==> config.mk <==
export PLATFORM = sky130hd
export DESIGN_NAME = hec_pmon
export DESIGN_NICKNAME = d
export VERILOG_FILES = /design/src/rtl/hec_pmon_pkg.sv /design/src/rtl/hec_evt_ctr.sv /design/src/rtl/hec_rd_decode.sv /design/src/rtl/hec_pmon.sv
export SDC_FILE = /design/constraint.sdc
export NUM_CORES = 1
export LEC_CHECK = 0
export CORE_UTILIZATION = 55
export CTS_BUF_LIST = sky130_fd_sc_hd__clkbuf_2
export DETAILED_ROUTE_END_ITERATION = 8
export GPL_TIMING_DRIVEN = 0
export PLACE_DENSITY_LB_ADDON = 0.1
export SETUP_SLACK_MARGIN = 0.4
export SYNTH_ARGS = -nofsm -noshare
export SYNTH_HDL_FRONTEND = slang
export SYNTH_SLANG_ARGS = --single-unit
export TNS_END_PERCENT = 50
==> constraint.sdc <==
create_clock -name clk -period 3.13 [get_ports clk]
set_clock_uncertainty 0.05 [all_clocks]
set_input_delay 0.4695 -clock clk [delete_from_list [all_inputs] [get_ports clk]]
set_output_delay 0.4695 -clock clk [all_outputs]
set_load 0.01 [all_outputs]
==> src/rtl/hec_pmon_pkg.sv <==
package hec_pmon_pkg;
  localparam int NUM_CTR = 2;
  localparam int CTR_SB  = 0;
  localparam int CTR_MB  = 1;
endpackage

==> src/rtl/hec_evt_ctr.sv <==
module hec_evt_ctr #(
  parameter int CNT_W = 16
) (
  input  logic             clk,
  input  logic             rst,
  input  logic             inc_i,
  input  logic             snap_i,
  output logic [CNT_W-1:0] cnt_o,
  output logic [CNT_W-1:0] shd_o
);
  localparam logic [CNT_W-1:0] MAX_CNT = {CNT_W{1'b1}};

  logic [CNT_W-1:0] cnt_q, shd_q;

  always_ff @(posedge clk) begin
    if (rst) begin
      cnt_q <= '0;
      shd_q <= '0;
    end else if (snap_i) begin
      shd_q <= cnt_q;
      cnt_q <= {{(CNT_W-1){1'b0}}, inc_i};
    end else if (inc_i && cnt_q != MAX_CNT) begin
      cnt_q <= cnt_q + 1'b1;
    end
  end

  assign cnt_o = cnt_q;
  assign shd_o = shd_q;


  sat_hold_chk: assert property (@(posedge clk) disable iff (rst)
    (!snap_i && cnt_q == MAX_CNT) |=> cnt_q == MAX_CNT);

  clear_keep_evt_chk: assert property (@(posedge clk) disable iff (rst)
    snap_i |=> cnt_q == CNT_W'($past(inc_i)));

  shadow_copy_chk: assert property (@(posedge clk) disable iff (rst)
    snap_i |=> shd_q == $past(cnt_q));

  count_step_chk: assert property (@(posedge clk) disable iff (rst)
    (!snap_i && inc_i && cnt_q != MAX_CNT) |=> cnt_q == $past(cnt_q) + 1'b1);

  idle_hold_chk: assert property (@(posedge clk) disable iff (rst)
    (!snap_i && !inc_i) |=> ($stable(cnt_q) && $stable(shd_q)));
endmodule

==> src/rtl/hec_rd_decode.sv <==
module hec_rd_decode
  import hec_pmon_pkg::*;
#(
  parameter int          ADDR_W     = 8,
  parameter logic [7:0]  SB_HI_ADDR = 8'h2E,
  parameter logic [7:0]  SB_LO_ADDR = 8'h2F,
  parameter logic [7:0]  MB_HI_ADDR = 8'h30,
  parameter logic [7:0]  MB_LO_ADDR = 8'h31
) (
  input  logic              rd_en,
  input  logic [ADDR_W-1:0] rd_addr,
  output logic [NUM_CTR-1:0] hi_sel,
  output logic [NUM_CTR-1:0] lo_sel
);
  always_comb begin
    hi_sel = '0;
    lo_sel = '0;
    if (rd_en) begin
      hi_sel[CTR_SB] = (rd_addr == ADDR_W'(SB_HI_ADDR));
      lo_sel[CTR_SB] = (rd_addr == ADDR_W'(SB_LO_ADDR));
      hi_sel[CTR_MB] = (rd_addr == ADDR_W'(MB_HI_ADDR));
      lo_sel[CTR_MB] = (rd_addr == ADDR_W'(MB_LO_ADDR));
    end
  end
endmodule

==> src/rtl/hec_pmon.sv <==
module hec_pmon
  import hec_pmon_pkg::*;
#(
  parameter int          BYTE_W     = 8,
  parameter int          ADDR_W     = 8,
  parameter logic [7:0]  SB_HI_ADDR = 8'h2E,
  parameter logic [7:0]  SB_LO_ADDR = 8'h2F,
  parameter logic [7:0]  MB_HI_ADDR = 8'h30,
  parameter logic [7:0]  MB_LO_ADDR = 8'h31
) (
  input  logic              clk,
  input  logic              rst,
  input  logic              sb_evt,
  input  logic              mb_evt,
  input  logic              rd_en,
  input  logic [ADDR_W-1:0] rd_addr,
  output logic [BYTE_W-1:0] rd_data
);
  localparam int CNT_W = 2 * BYTE_W;

  logic [NUM_CTR-1:0] inc, hi_sel, lo_sel;
  logic [CNT_W-1:0]   cnt [NUM_CTR];
  logic [CNT_W-1:0]   shd [NUM_CTR];
  logic [BYTE_W-1:0]  rd_q;

  // multi-bit wins when both strobes are seen
  assign inc[CTR_MB] = mb_evt;
  assign inc[CTR_SB] = sb_evt & ~mb_evt;

  hec_rd_decode #(
    .ADDR_W(ADDR_W), .SB_HI_ADDR(SB_HI_ADDR), .SB_LO_ADDR(SB_LO_ADDR),
    .MB_HI_ADDR(MB_HI_ADDR), .MB_LO_ADDR(MB_LO_ADDR)
  ) u_dec (
    .rd_en  (rd_en),
    .rd_addr(rd_addr),
    .hi_sel (hi_sel),
    .lo_sel (lo_sel)
  );

  for (genvar g = 0; g < NUM_CTR; g++) begin : g_ctr
    hec_evt_ctr #(.CNT_W(CNT_W)) u_ctr (
      .clk   (clk),
      .rst   (rst),
      .inc_i (inc[g]),
      .snap_i(hi_sel[g]),
      .cnt_o (cnt[g]),
      .shd_o (shd[g])
    );
  end

  always_ff @(posedge clk) begin
    if (rst) begin
      rd_q <= '0;
    end else begin
      rd_q <= '0;
      for (int i = 0; i < NUM_CTR; i++) begin
        if (hi_sel[i]) rd_q <= cnt[i][CNT_W-1:BYTE_W];
        if (lo_sel[i]) rd_q <= shd[i][BYTE_W-1:0];
      end
    end
  end

  assign rd_data = rd_q;


  both_strobe_chk: assert property (@(posedge clk) disable iff (rst)
    (sb_evt && mb_evt && !(rd_en && rd_addr == ADDR_W'(SB_HI_ADDR)))
      |=> cnt[CTR_SB] == $past(cnt[CTR_SB]));

  unmapped_zero_chk: assert property (@(posedge clk) disable iff (rst)
    (rd_en && rd_addr != ADDR_W'(SB_HI_ADDR) && rd_addr != ADDR_W'(SB_LO_ADDR) &&
     rd_addr != ADDR_W'(MB_HI_ADDR) && rd_addr != ADDR_W'(MB_LO_ADDR))
      |=> rd_data == '0);

  idle_zero_chk: assert property (@(posedge clk) disable iff (rst)
    !rd_en |=> rd_data == '0);

  hi_byte_chk: assert property (@(posedge clk) disable iff (rst)
    (rd_en && rd_addr == ADDR_W'(MB_HI_ADDR))
      |=> rd_data == $past(cnt[CTR_MB][CNT_W-1:BYTE_W]));
endmodule

# After elaboration in Yosys (flattened, before gate mapping)
# Index checks and enable logic that the tools add are counted.
# classes
addsub,2
eq_ne,6
mux,10
bitwise,2
n_reduce_logical,6
# ops
cell,n
16-bit by 1-bit adder with 16-bit output (second input constant),2
8-bit by 6-bit equality test with 1-bit output (second input constant),4
8-bit 2-to-1 mux,4
16-bit != test (second input constant),2
1-bit 2-to-1 mux,4
2-bit 2-to-1 mux,2
2-bit nonzero test,2
2-bit OR reduction,2
1-bit logical AND,2
1-bit AND,1
1-bit NOT,1
# totals
regBits,56
in_bits,13
out_inout_bits,8
word_cells,33

# Depth between registers and ports, before layout
# Gate-level depths: netlist of the first run.
# logic_depth
depth_word,6
depth_mapped,6
ltp_nobuf,5

# Modules after synthesis
# From an unflattened synthesis of the first run, not the netlist that was laid out.
# unflattened
cells_unflattened,352
hier_area_um2,3229.3
# modules_own_cells
mod,n_inst,cells_per_inst,area_each_um2
hec_evt_ctr,2,146,1348.8
hec_pmon,1,50,459.2
hec_rd_decode,1,10,72.6

# Worst setup path before layout of the first run
# Ideal clock, no wire load.
# synth_timing
path_type,input -> register
startpoint,input rd_addr[0]
endpoint,register g_ctr[1].u_ctr.cnt_q[0]
setup_time_ns,0.134
arrival_time_ns,2.273
t_required_ns,2.946
slack_ns,0.673
stages,6
n_path_buf,2
path_cell_list,buf_6 -> or4b_4 -> or3_1 -> buf_6 -> and4_4 -> or4_1
# synth_via
elab_chain_cells,3
elab_cells_between_ends,4
# synth_lines
element,line,rtl
from (decl),hec_pmon.sv:16,"input logic [ADDR_W-1:0] rd_addr,"
8-bit by 6-bit equality test with 1-bit output *,hec_rd_decode.sv:21,hi_sel[CTR_MB] = (rd_addr == ADDR_W'(MB_HI_ADDR));
2-bit 2-to-1 mux *,hec_rd_decode.sv:18,if (rd_en) begin
1-bit 2-to-1 mux / 2-bit nonzero test (equally long branches),-,
to (signal assigned),hec_evt_ctr.sv:21,"cnt_q <= {{(CNT_W-1){1'b0}}, inc_i};"
to (signal assigned),hec_evt_ctr.sv:23,cnt_q <= cnt_q + 1'b1;
to (decl),hec_evt_ctr.sv:13,"logic [CNT_W-1:0] cnt_q, shd_q;"
# Mark *: on every way between the ends. The rest lies on a longest branch, timed or not.
# A chain may end at the register's enable or synchronous reset.

# Worst setup path in the final report of the first run
# layout_timing
startpoint,register g_ctr[1].u_ctr.cnt_q[12]
endpoint,register g_ctr[1].u_ctr.cnt_q[0]
# layout_via
elab_chain_cells,3
# layout_lines
element,line,rtl
16-bit != test,hec_evt_ctr.sv:22,end else if (inc_i && cnt_q != MAX_CNT) begin
1-bit logical AND,hec_evt_ctr.sv:22,
2-bit nonzero test (no source line),-,
# Every way passes these cells.

==> results.py, run 1 <==
metrics = {
    "critical_path": {
        "worstRegToRegCells": 4,
        "cp_max_fo": 8,
        "start_kind": "flip-flop",
        "regToRegStartpoint": "g_ctr[1].u_ctr.cnt_o[12]$_SDFFE_PP0P_",
        "cp-end-kind": "flip-flop",
        "arrival_ps": 2760,
        "r2r_end": "g_ctr[1].u_ctr.cnt_o[0]$_SDFFE_PP0P_",
        "required_ps": 3440,
        "reg2reg_slack_ps": 680,
        "timing_worst_setup_path_type": "reg -> reg",
    },
    "clock_tree": {
        "cts_inserted_buffers": 5,
        "cts-root-buf": "clkbuf_2",
        "cts_setup_buffers": 0,
        "cts_tree": "yes",
        "clockBufferDepth": 2,
        "cts-hold-fix-buffers": 0,
        "clock_latency_ps": 450,
        "clock_sinks": 56,
        "cts_resized": 0,
        "clk_pin_slew_worst_paths_ps": 270,
        "htree_num_levels": 2,
    },
    "synth": {
        "ys_seq_area_share_pct": 40.7,
        "synth_edf_count": 0,
        "yosysMostFrequentCell": "dfxtp_1",
        "async_flop_share_pct": 0,
        "synthesis.area_um2": 2760,
        "synth_top_area_share_pct": 40.7,
        "postSynthCellCount": 310,
        "ys_ff_latch": 56,
        "synthesis.nets": 325,
        "synthTopCellsByCount": "56 x dfxtp_1, 32 x mux2i_1, 22 x nor2_1, 20 x a21oi_1",
        "ys_top_cells_by_area": "dfxtp_1 41%, mux2i_1 12%, a21oi_1 3.6%",
        "synth.distinct_cells": 44,
        "synthFlopType": "dfxtp_1",
        "syn_avg_cell_area_um2": 8.90,
        "yosys.area.top_type": "dfxtp_1",
        "ys_warn_count": 0,
    },
    "timing": {
        "finalCritPeriodShare_pct": 78.3,
        "whs_ps": 334,
        "relSlewSlack_pct": 25.8,
        "rsz0062_at_grt": "no",
        "min_period_ps": 2450,
        "setup_tns_ps": 0,
        "setup_viol": 0,
        "drv_slew": 0,
        "hold_viol_final": 0,
        "max_freq_ghz": 0.408,
        "worst_pin_slew_ps": 1100,
    },
    "job": {
        "drv_cap": 0,
    },
    "finish": {
        "regArea_um2": 1120,
        "fillers": 427,
        "nets": 350,
        "layout-drive-gt1-share_pct": 4.46,
        "area_growth_pct": 12.1,
        "antenna_cells": 0,
        "multiInputGateArea_um2": 1550,
    },
    "min_path": {
        "worstHoldPathType": "in -> reg",
        "worstHoldStart": "rd_addr[0]",
        "hold_end": "rd_data[6]$_SDFF_PP0_",
        "whs_path_depth": 3,
    },
    "pwr": {
        "power_density_nw_per_um2": 370,
        "leakage_nw": 1.13,
        "irDropWorstVdd_mv": 0.227,
    },
    "die": {
        "die_w_um": 72.8,
        "dieArea_um2": 5300,
        "io_pins": 21,
        "core_area_um2": 4790,
        "dieHeight_um": 72.8,
        "placementRows": 25,
        "initial_core_util_pct": 57.6,
    },
    "place": {
        "placement.io_buffers": 18,
        "hpwl_um": 4610,
        "gp_congestion": 0.874,
    },
    "global_route": {
        "overflow": 0,
        "grt_use_total_pct": 25.3,
        "antenna_found_initial": 0,
        "grt_pass1_vias": 2186,
        "grt_max_degree": 17,
        "grt_pass1_wl_um": 10400,
    },
    "routing": {
        "drt_wl_total_um": 6260,
        "drc_errors": 0,
        "drtIter0Drc": 201,
        "wl_per_cell_um": 15.5,
        "vias": 2507,
        "firstDrtPassIters": 4,
        "detail-route-antenna-nets": 0,
        "viasPerCell": 6.22,
    },
    "outcome": {
        "run_status": "completed",
    },
}
==> cells by family after synthesis <==
family	synth area share (%)
simple gates	27.0
flops	40.7
compound gates	16.6
buf+inv	3.27
mux	11.6
fa+ha+maj	0.907
==> how the worst max path moves through the flow <==
stage | from | to | slack (ps)
floorplan | rd_addr[0] | g_ctr[1].u_ctr.cnt_o[0]$_SDFFE_PP0P_ | 670
global placement | rd_addr[7] | g_ctr[1].u_ctr.cnt_o[0]$_SDFFE_PP0P_ | 300
detailed placement | rd_addr[7] | g_ctr[1].u_ctr.cnt_o[0]$_SDFFE_PP0P_ | 290
CTS | g_ctr[0].u_ctr.cnt_o[6]$_SDFFE_PP0P_ | g_ctr[0].u_ctr.cnt_o[3]$_SDFFE_PP0P_ | 690
global route | g_ctr[1].u_ctr.cnt_o[12]$_SDFFE_PP0P_ | g_ctr[1].u_ctr.cnt_o[0]$_SDFFE_PP0P_ | 490
finish | g_ctr[1].u_ctr.cnt_o[12]$_SDFFE_PP0P_ | g_ctr[1].u_ctr.cnt_o[0]$_SDFFE_PP0P_ | 680
==> layout by cell type, fill, tap and decap left out, types with 7 or more instances in the layout <==
| cell | instances |
|---|---|
| dfxtp_1 | 56 |
| mux2i_1 | 32 |
| nor2_1 | 22 |
| a21oi_1 | 20 |
| clkdlybuf4s50_1 | 18 |
| nand2_1 | 14 |
| nand3_1 | 14 |
| nor3_1 | 11 |
| clkbuf_1 | 10 |
| o21ai_0 | 10 |
| a31oi_1 | 9 |
| nand4_1 | 9 |
| or3_1 | 9 |
| o31ai_1 | 8 |
| inv_1 | 8 |
| or4_1 | 8 |
| and2_1 | 8 |
| o22ai_1 | 7 |
==> power by group <==
part | internal, W | switching, W
combinational | 0.0000296 | 0.0000379
clock | 0.000130 | 0.000221
sequential | 0.000720 | 0.00000477
==> cell type report <==
type | count | area share [%]
well taps | 67 | 2.71
clock inverters | 3 | 1.21
multi-input cells | 234 | 50.2
inverters | 8 | 0.972
clock buffers | 5 | 0.810
flip-flops and latches | 56 | 36.3
repair buffers | 18 | 5.83
plain buffers | 12 | 1.94
==> sequential cells by signal, indices dropped and copies added, names as in the netlist <==
name               count
g_ctr.u_ctr.shd_o     16
g_ctr.u_ctr.cnt_o     32
rd_data                8
==> stage by stage <==
stage	instance area, µm²	total power (W)	util [%]	instances	worst slack [ps]
floorplan	2760	0.000776	-	310	673
global placement	3020	0.000802	63.1	395	304
detailed placement	3020	0.000804	63.1	395	288
CTS	3080	0.00115	64.4	403	689
global route	3090	0.00119	64.6	403	488
finish	3090	0.00114	64.6	403	679
==> per-layer routing <==
metal | up-vias | wire length (µm) | global-route usage [%]
met5 | - | 0 | 0
met4 | 0 | 66 | 5.88
met3 | 8 | 368 | 4.97
met2 | 81 | 2680 | 36.9
met1 | 1174 | 3140 | 38.3
li1 | 1244 | - | -
==> critical path: stages (launching register included) <==
cell,delay (ps)
dfxtp_1,510
nand4_1,280
nor4_1,890
nor4_1,90
or4_1,540
Note: power is estimated with default switching activity, not from simulation.
==> run 2: changes to the inputs <==
--- a/config.mk
+++ b/config.mk
@@ -5,7 +5,7 @@
 export SDC_FILE = /design/constraint.sdc
 export NUM_CORES = 1
 export LEC_CHECK = 0
-export CORE_UTILIZATION = 55
+export CORE_UTILIZATION = 54
 export CTS_BUF_LIST = sky130_fd_sc_hd__clkbuf_2
 export DETAILED_ROUTE_END_ITERATION = 8
 export GPL_TIMING_DRIVEN = 0
==> constraint.sdc (replaced) <==
create_clock -name clk -period 2.2 [get_ports clk]
set_clock_uncertainty 0.05 [all_clocks]
set_input_delay 0.33 -clock clk [delete_from_list [all_inputs] [get_ports clk]]
set_output_delay 0.33 -clock clk [all_outputs]
set_load 0.01 [all_outputs]
==> run 2 against run 1 <==
Effect of this change: worst setup slack worse by 320 ps; register-to-register slack worse by 300 ps; worst hold slack worse by 160 ps; combinational power rose by 57%; sequential power grew 42%; core utilization grew 4.9 points.
==> results.py, run 2 (synthesis results as in run 1) <==
metrics = {
    "critical_path": {
        "cp-end-kind": "flip-flop",
        "required_ps": 2520,
        "cp_max_fo": 3,
        "start_kind": "primary input",
        "slowest_stage": "or4b_4",
        "timing_worst_setup_path_type": "in -> reg",
        "reg2reg_slack_ps": 380,
        "slowest_delay_ps": 500,
        "cp_cell_sequence": "clkdlybuf4s15_2, or4b_4, or3_1, buf_6, and4_4, or4_1",
        "worstRegToRegCells": 5,
        "arrival_ps": 2160,
    },
    "clock_tree": {
        "clock_latency_ps": 460,
        "clk_pin_slew_worst_paths_ps": 280,
        "cts-hold-fix-buffers": 0,
        "cts_inserted_buffers": 5,
        "clock_sinks": 56,
        "htree_num_levels": 2,
        "clockBufferDepth": 2,
        "cts_tree": "yes",
        "cts-root-buf": "clkbuf_2",
    },
    "routing": {
        "drt_wl_total_um": 6920,
        "firstDrtPassIters": 5,
        "viasPerCell": 6.30,
        "wl_per_cell_um": 16.7,
        "drc_errors": 0,
        "detail-route-antenna-nets": 0,
        "vias": 2614,
        "drtIter0Drc": 167,
    },
    "place": {
        "hpwl_um": 4650,
        "gp_congestion": 0.882,
        "place_area_um2": 3040,
        "placement.io_buffers": 18,
        "dp.cells": 395,
        "dp_slack_ps": -487,
    },
    "die": {
        "initial_core_util_pct": 57.2,
        "die_w_um": 73.5,
        "placementRows": 25,
        "core_area_um2": 4820,
        "dieHeight_um": 73.5,
        "dieArea_um2": 5400,
        "io_pins": 21,
    },
    "timing": {
        "rsz0062_at_grt": "yes",
        "min_period_ps": 1840,
        "drv_slew": 0,
        "finalCritPeriodShare_pct": 83.8,
        "setup_slack_ps": 357,
        "max_freq_ghz": 0.543,
        "relSlewSlack_pct": 22.8,
        "worst_pin_slew_ps": 1140,
        "hold_viol_final": 0,
        "setup_tns_ps": 0,
        "setup_viol": 0,
    },
    "finish": {
        "layout-drive-gt1-share_pct": 19.3,
        "stdcell_area_um2": 3340,
        "antenna_cells": 0,
        "area_growth_pct": 21.3,
        "fin_util_pct": 69.4,
        "final_common_cell": "dfxtp_1",
        "nets": 364,
        "layout_common_cells": "39 x dfxtp_1, 32 x mux2i_1, 22 x nor2_1",
        "largest_reg_flops": 32,
        "final_cells": 415,
    },
    "min_path": {
        "whs_path_depth": 3,
        "worstHoldPathType": "in -> reg",
    },
    "global_route": {
        "grt_pass1_wl_um": 10700,
        "grt_max_degree": 16,
        "grt_use_total_pct": 26.1,
        "overflow": 0,
        "antenna_found_initial": 0,
        "grt_pass1_vias": 2237,
    },
    "outcome": {
        "run_status": "completed",
    },
    "pwr": {
        "power_density_nw_per_um2": 487,
        "leakage_nw": 1.27,
        "irDropWorstVdd_mv": 0.405,
    },
    "job": {
        "drv_cap": 0,
    },
}
## run 2: cell types whose count changed in the layout (fill, tap and decap cells not counted), moves of 3 or more
cell	change
dfxtp_1	-17
buf_4	+13
clkbuf_1	-4
nor4_1	-3
nor4_4	+3
clkbuf_2	+3
dfxtp_2	+16
clkdlybuf4s50_1	-3
## run 2: per-stage QoR
step	hold slack, ps	power [W]
after global placement	422	0.00114
final	172	0.00163
after global routing	183	0.00168
after detailed placement	436	0.00115
after floorplan	405	0.00111
after CTS	187	0.00162
## run 2: critical path: cells and delay by family
family / cells / cell delay, ps
buffers and inverters: 2 / 340
AND/OR/NAND/NOR: 4 / 1490
## run 2: report_power, final
part	internal, W	total (W)	switching (W)
clock network	0.000180	0.000494	0.000314
logic	0.0000483	0.000106	0.0000581
registers	0.00102	0.00103	0.00000595
## run 2: final timing paths
check | startpoint | endpoint
worst max-delay path | rd_addr[6] | g_ctr[1].u_ctr.cnt_o[0]$_SDFFE_PP0P_
worst min-delay path | rd_addr[0] | rd_data[6]$_SDFF_PP0_
worst max register to register | g_ctr[1].u_ctr.cnt_o[13]$_SDFFE_PP0P_ | g_ctr[1].u_ctr.cnt_o[0]$_SDFFE_PP0P_
worst min register to register | g_ctr[0].u_ctr.cnt_o[13]$_SDFFE_PP0P_ | g_ctr[0].u_ctr.cnt_o[13]$_SDFFE_PP0P_
## run 2: layout make-up
cell class,instances,area (µm²)
Multi-Input combinational cell,234,1660
Clock buffer,5,25.0
Tap cell,67,83.8
Buffer,12,83.8
Inverter,8,30.0
Fill cell,414,1470
Clock inverter,1,30.0
Timing Repair Buffer,32,285
Sequential cell,56,1140
## run 2: routing by layer
layer / up-vias / routed length (µm) / global-route usage [%]
met5: - / 0 / 0
met4: 0 / 95 / 9.62
met3: 8 / 359 / 3.43
met2: 74 / 3120 / 40.6
met1: 1265 / 3340 / 37.0
li1: 1267 / - / -
## run 2: timing repair
action	4_1_cts	5_1_grt
resized for setup	24	32
setup buffers	7	7
endpoints found under the setup margin	26	38
gates cloned	0	0
pin swaps	5	5
==> run 3: changes to the inputs <==
--- a/config.mk
+++ b/config.mk
@@ -5,7 +5,7 @@
 export SDC_FILE = /design/constraint.sdc
 export NUM_CORES = 1
 export LEC_CHECK = 0
-export CORE_UTILIZATION = 54
+export CORE_UTILIZATION = 55
 export CTS_BUF_LIST = sky130_fd_sc_hd__clkbuf_2
 export DETAILED_ROUTE_END_ITERATION = 8
 export GPL_TIMING_DRIVEN = 0
==> constraint.sdc (replaced) <==
create_clock -name clk -period 1.9 [get_ports clk]
set_clock_uncertainty 0.05 [all_clocks]
set_input_delay 0.285 -clock clk [delete_from_list [all_inputs] [get_ports clk]]
set_output_delay 0.285 -clock clk [all_outputs]
set_load 0.01 [all_outputs]
==> run 3 against run 2 <==
Effect of this change: global-route usage grew 2.3 points; design area is 18% higher; highest routed layer unchanged; non-clock buffer count rose by 27; combinational power is 49% higher; sequential share of layout area decreased by 3.8 points; worst hold slack got worse by 90 ps; core utilization is 13 points higher; flip-flop and latch count did not move; wire length grew 23%; clock power rose by 22%.
==> results.py, run 3 (synthesis results as in run 1) <==
metrics = {
    "timing": {
        "relSlewSlack_pct": 55.0,
        "setup_viol": 0,
        "min_period_ps": 1760,
        "worst_pin_slew_ps": 676,
        "hold_viol_final": 0,
        "rsz0062_at_grt": "yes",
        "whs_ps": 82.6,
        "max_freq_ghz": 0.569,
        "finalCritPeriodShare_pct": 92.5,
        "drv_slew": 0,
    },
    "finish": {
        "area_growth_pct": 42.6,
        "largest_reg_flops": 32,
        "layout-drive-gt1-share_pct": 38.5,
        "nets": 391,
        "final_common_cell": "mux2i_1",
        "layout_common_cells": "32 x mux2i_1, 28 x buf_4, 25 x dfxtp_1",
        "fin_util_pct": 82.2,
        "antenna_cells": 0,
    },
    "routing": {
        "firstDrtPassIters": 5,
        "vias": 2944,
        "dr_wl_met3_um": 655,
        "drc_errors": 0,
        "viasPerCell": 6.63,
        "routed.top_layer": "met4",
        "drt_wl_total_um": 8490,
        "wl_met2_um": 4090,
        "wl_per_cell_um": 19.1,
        "drtIter0Drc": 305,
        "detail-route-antenna-nets": 0,
        "met1_length_um": 3580,
    },
    "critical_path": {
        "cp.depth": 6,
        "cpLargestDelayFamily": "simple AND/OR/NAND/NOR gates",
        "slowest_stage": "or4_1",
        "timing_worst_setup_path_type": "reg -> reg",
        "cp_max_fo": 5,
        "required_ps": 2230,
        "slowest_delay_ps": 510,
        "start_kind": "flip-flop",
        "arrival_ps": 2090,
        "worstRegToRegCells": 6,
        "cp_cell_sequence": "ha_4, nand4_1, nor4_4, buf_4, and4_1, or4_1",
        "crit_buf_inv": 1,
        "cp-end-kind": "flip-flop",
    },
    "die": {
        "io_pins": 21,
        "core_area_um2": 4790,
        "die_w_um": 72.8,
        "dieHeight_um": 72.8,
        "dieArea_um2": 5300,
        "placementRows": 25,
        "initial_core_util_pct": 57.6,
    },
    "global_route": {
        "grt_max_degree": 18,
        "grt_use_total_pct": 28.4,
        "antenna_found_initial": 0,
        "grt_pass1_wl_um": 11600,
        "grt_pass1_vias": 2423,
        "overflow": 0,
    },
    "clock_tree": {
        "cts-hold-fix-buffers": 0,
        "cts_inserted_buffers": 5,
        "clockBufferDepth": 2,
        "clk_pin_slew_worst_paths_ps": 280,
        "clock_sinks": 56,
        "cts_tree": "yes",
        "htree_num_levels": 2,
        "cts-root-buf": "clkbuf_2",
        "clock_latency_ps": 460,
    },
    "outcome": {
        "run_status": "completed",
    },
    "min_path": {
        "worstHoldPathType": "in -> reg",
        "whs_path_depth": 3,
    },
    "place": {
        "gp_congestion": 0.880,
        "placement.io_buffers": 18,
        "hpwl_um": 4730,
    },
    "pwr": {
        "irDropWorstVdd_mv": 0.328,
        "power_density_nw_per_um2": 492,
        "leakage_nw": 1.65,
    },
    "job": {
        "drv_cap": 0,
    },
}
-- run 3: cell count changes in the layout (fill, tap and decap cells not counted), moves of 6 or more --
| cell | before | now |
|---|---|---|
| a21oi_1 | 19 | 13 |
| a21oi_2 | 1 | 7 |
| buf_4 | 13 | 28 |
| buf_6 | 2 | 13 |
| clkdlybuf4s50_1 | 15 | 4 |
| dfxtp_1 | 39 | 25 |
| dfxtp_4 | 1 | 14 |
| dlymetal6s2s_1 | 0 | 6 |
-- run 3: tightest hold or removal path, delay by kind of cell --
family          cells  cell delay (ps)
compound gates      1              130
buf+inv             1               90
simple gates        1               70
-- run 3: final cells by class --
cell class / instances / area (µm²)
fill: 260 / 853
multi-input combinational: 234 / 1900
inverter: 8 / 30.0
clock buffer: 5 / 25.0
sequential: 56 / 1190
tap: 67 / 83.8
clock inverter: 3 / 42.5
timing repair buffer: 59 / 549
buffer: 12 / 109
-- run 3: per-layer routing --
metal  track usage [%]  vias up
met3              4.01       19
met1              41.2     1437
met4              8.06        0
met5                 0        -
met2              44.0      163
li1                  -     1325
-- run 3: path summary, 6_finish.rpt --
kind / startpoint / slack [ps] / end
max: g_ctr[1].u_ctr.cnt_o[0]$_SDFFE_PP0P_ / 140 / g_ctr[1].u_ctr.cnt_o[0]$_SDFFE_PP0P_
min: rd_addr[7] / 80 / rd_data[6]$_SDFF_PP0_
max reg2reg: g_ctr[1].u_ctr.cnt_o[0]$_SDFFE_PP0P_ / 140 / g_ctr[1].u_ctr.cnt_o[0]$_SDFFE_PP0P_
min reg2reg: g_ctr[1].u_ctr.cnt_o[5]$_SDFFE_PP0P_ / 460 / g_ctr[1].u_ctr.cnt_o[5]$_SDFFE_PP0P_
-- run 3: repair_timing --
item / in CTS / in global routing
endpoints found under the hold margin: 0 / 0
resized for setup: 74 / 85
pin swaps: 16 / 28
cloned: 1 / 2
buffers inserted: 22 / 16
endpoints found under the setup margin: 61 / 60
-- run 3: stage by stage --
step                      setup WS (ps)  TNS, ps  instance area, µm²  cells  power, W
after floorplan                    -275     -275                2820    310   0.00128
after global placement             -727   -12450                3080    395   0.00133
after detailed placement           -766   -14940                3080    395   0.00133
after CTS                           190        0                3510    426   0.00192
after global routing               73.0        0                3930    444   0.00199
final                               143        0                3930    444   0.00193
-- run 3: report_power, final --
part / internal (W) / leakage, nW / switching [W]
clock: 0.000219 / 0.0390 / 0.000382
combinational: 0.0000755 / 1.14 / 0.0000821
sequential: 0.00117 / 0.471 / 0.00000803
total: 0.00146 / 1.65 / 0.000472
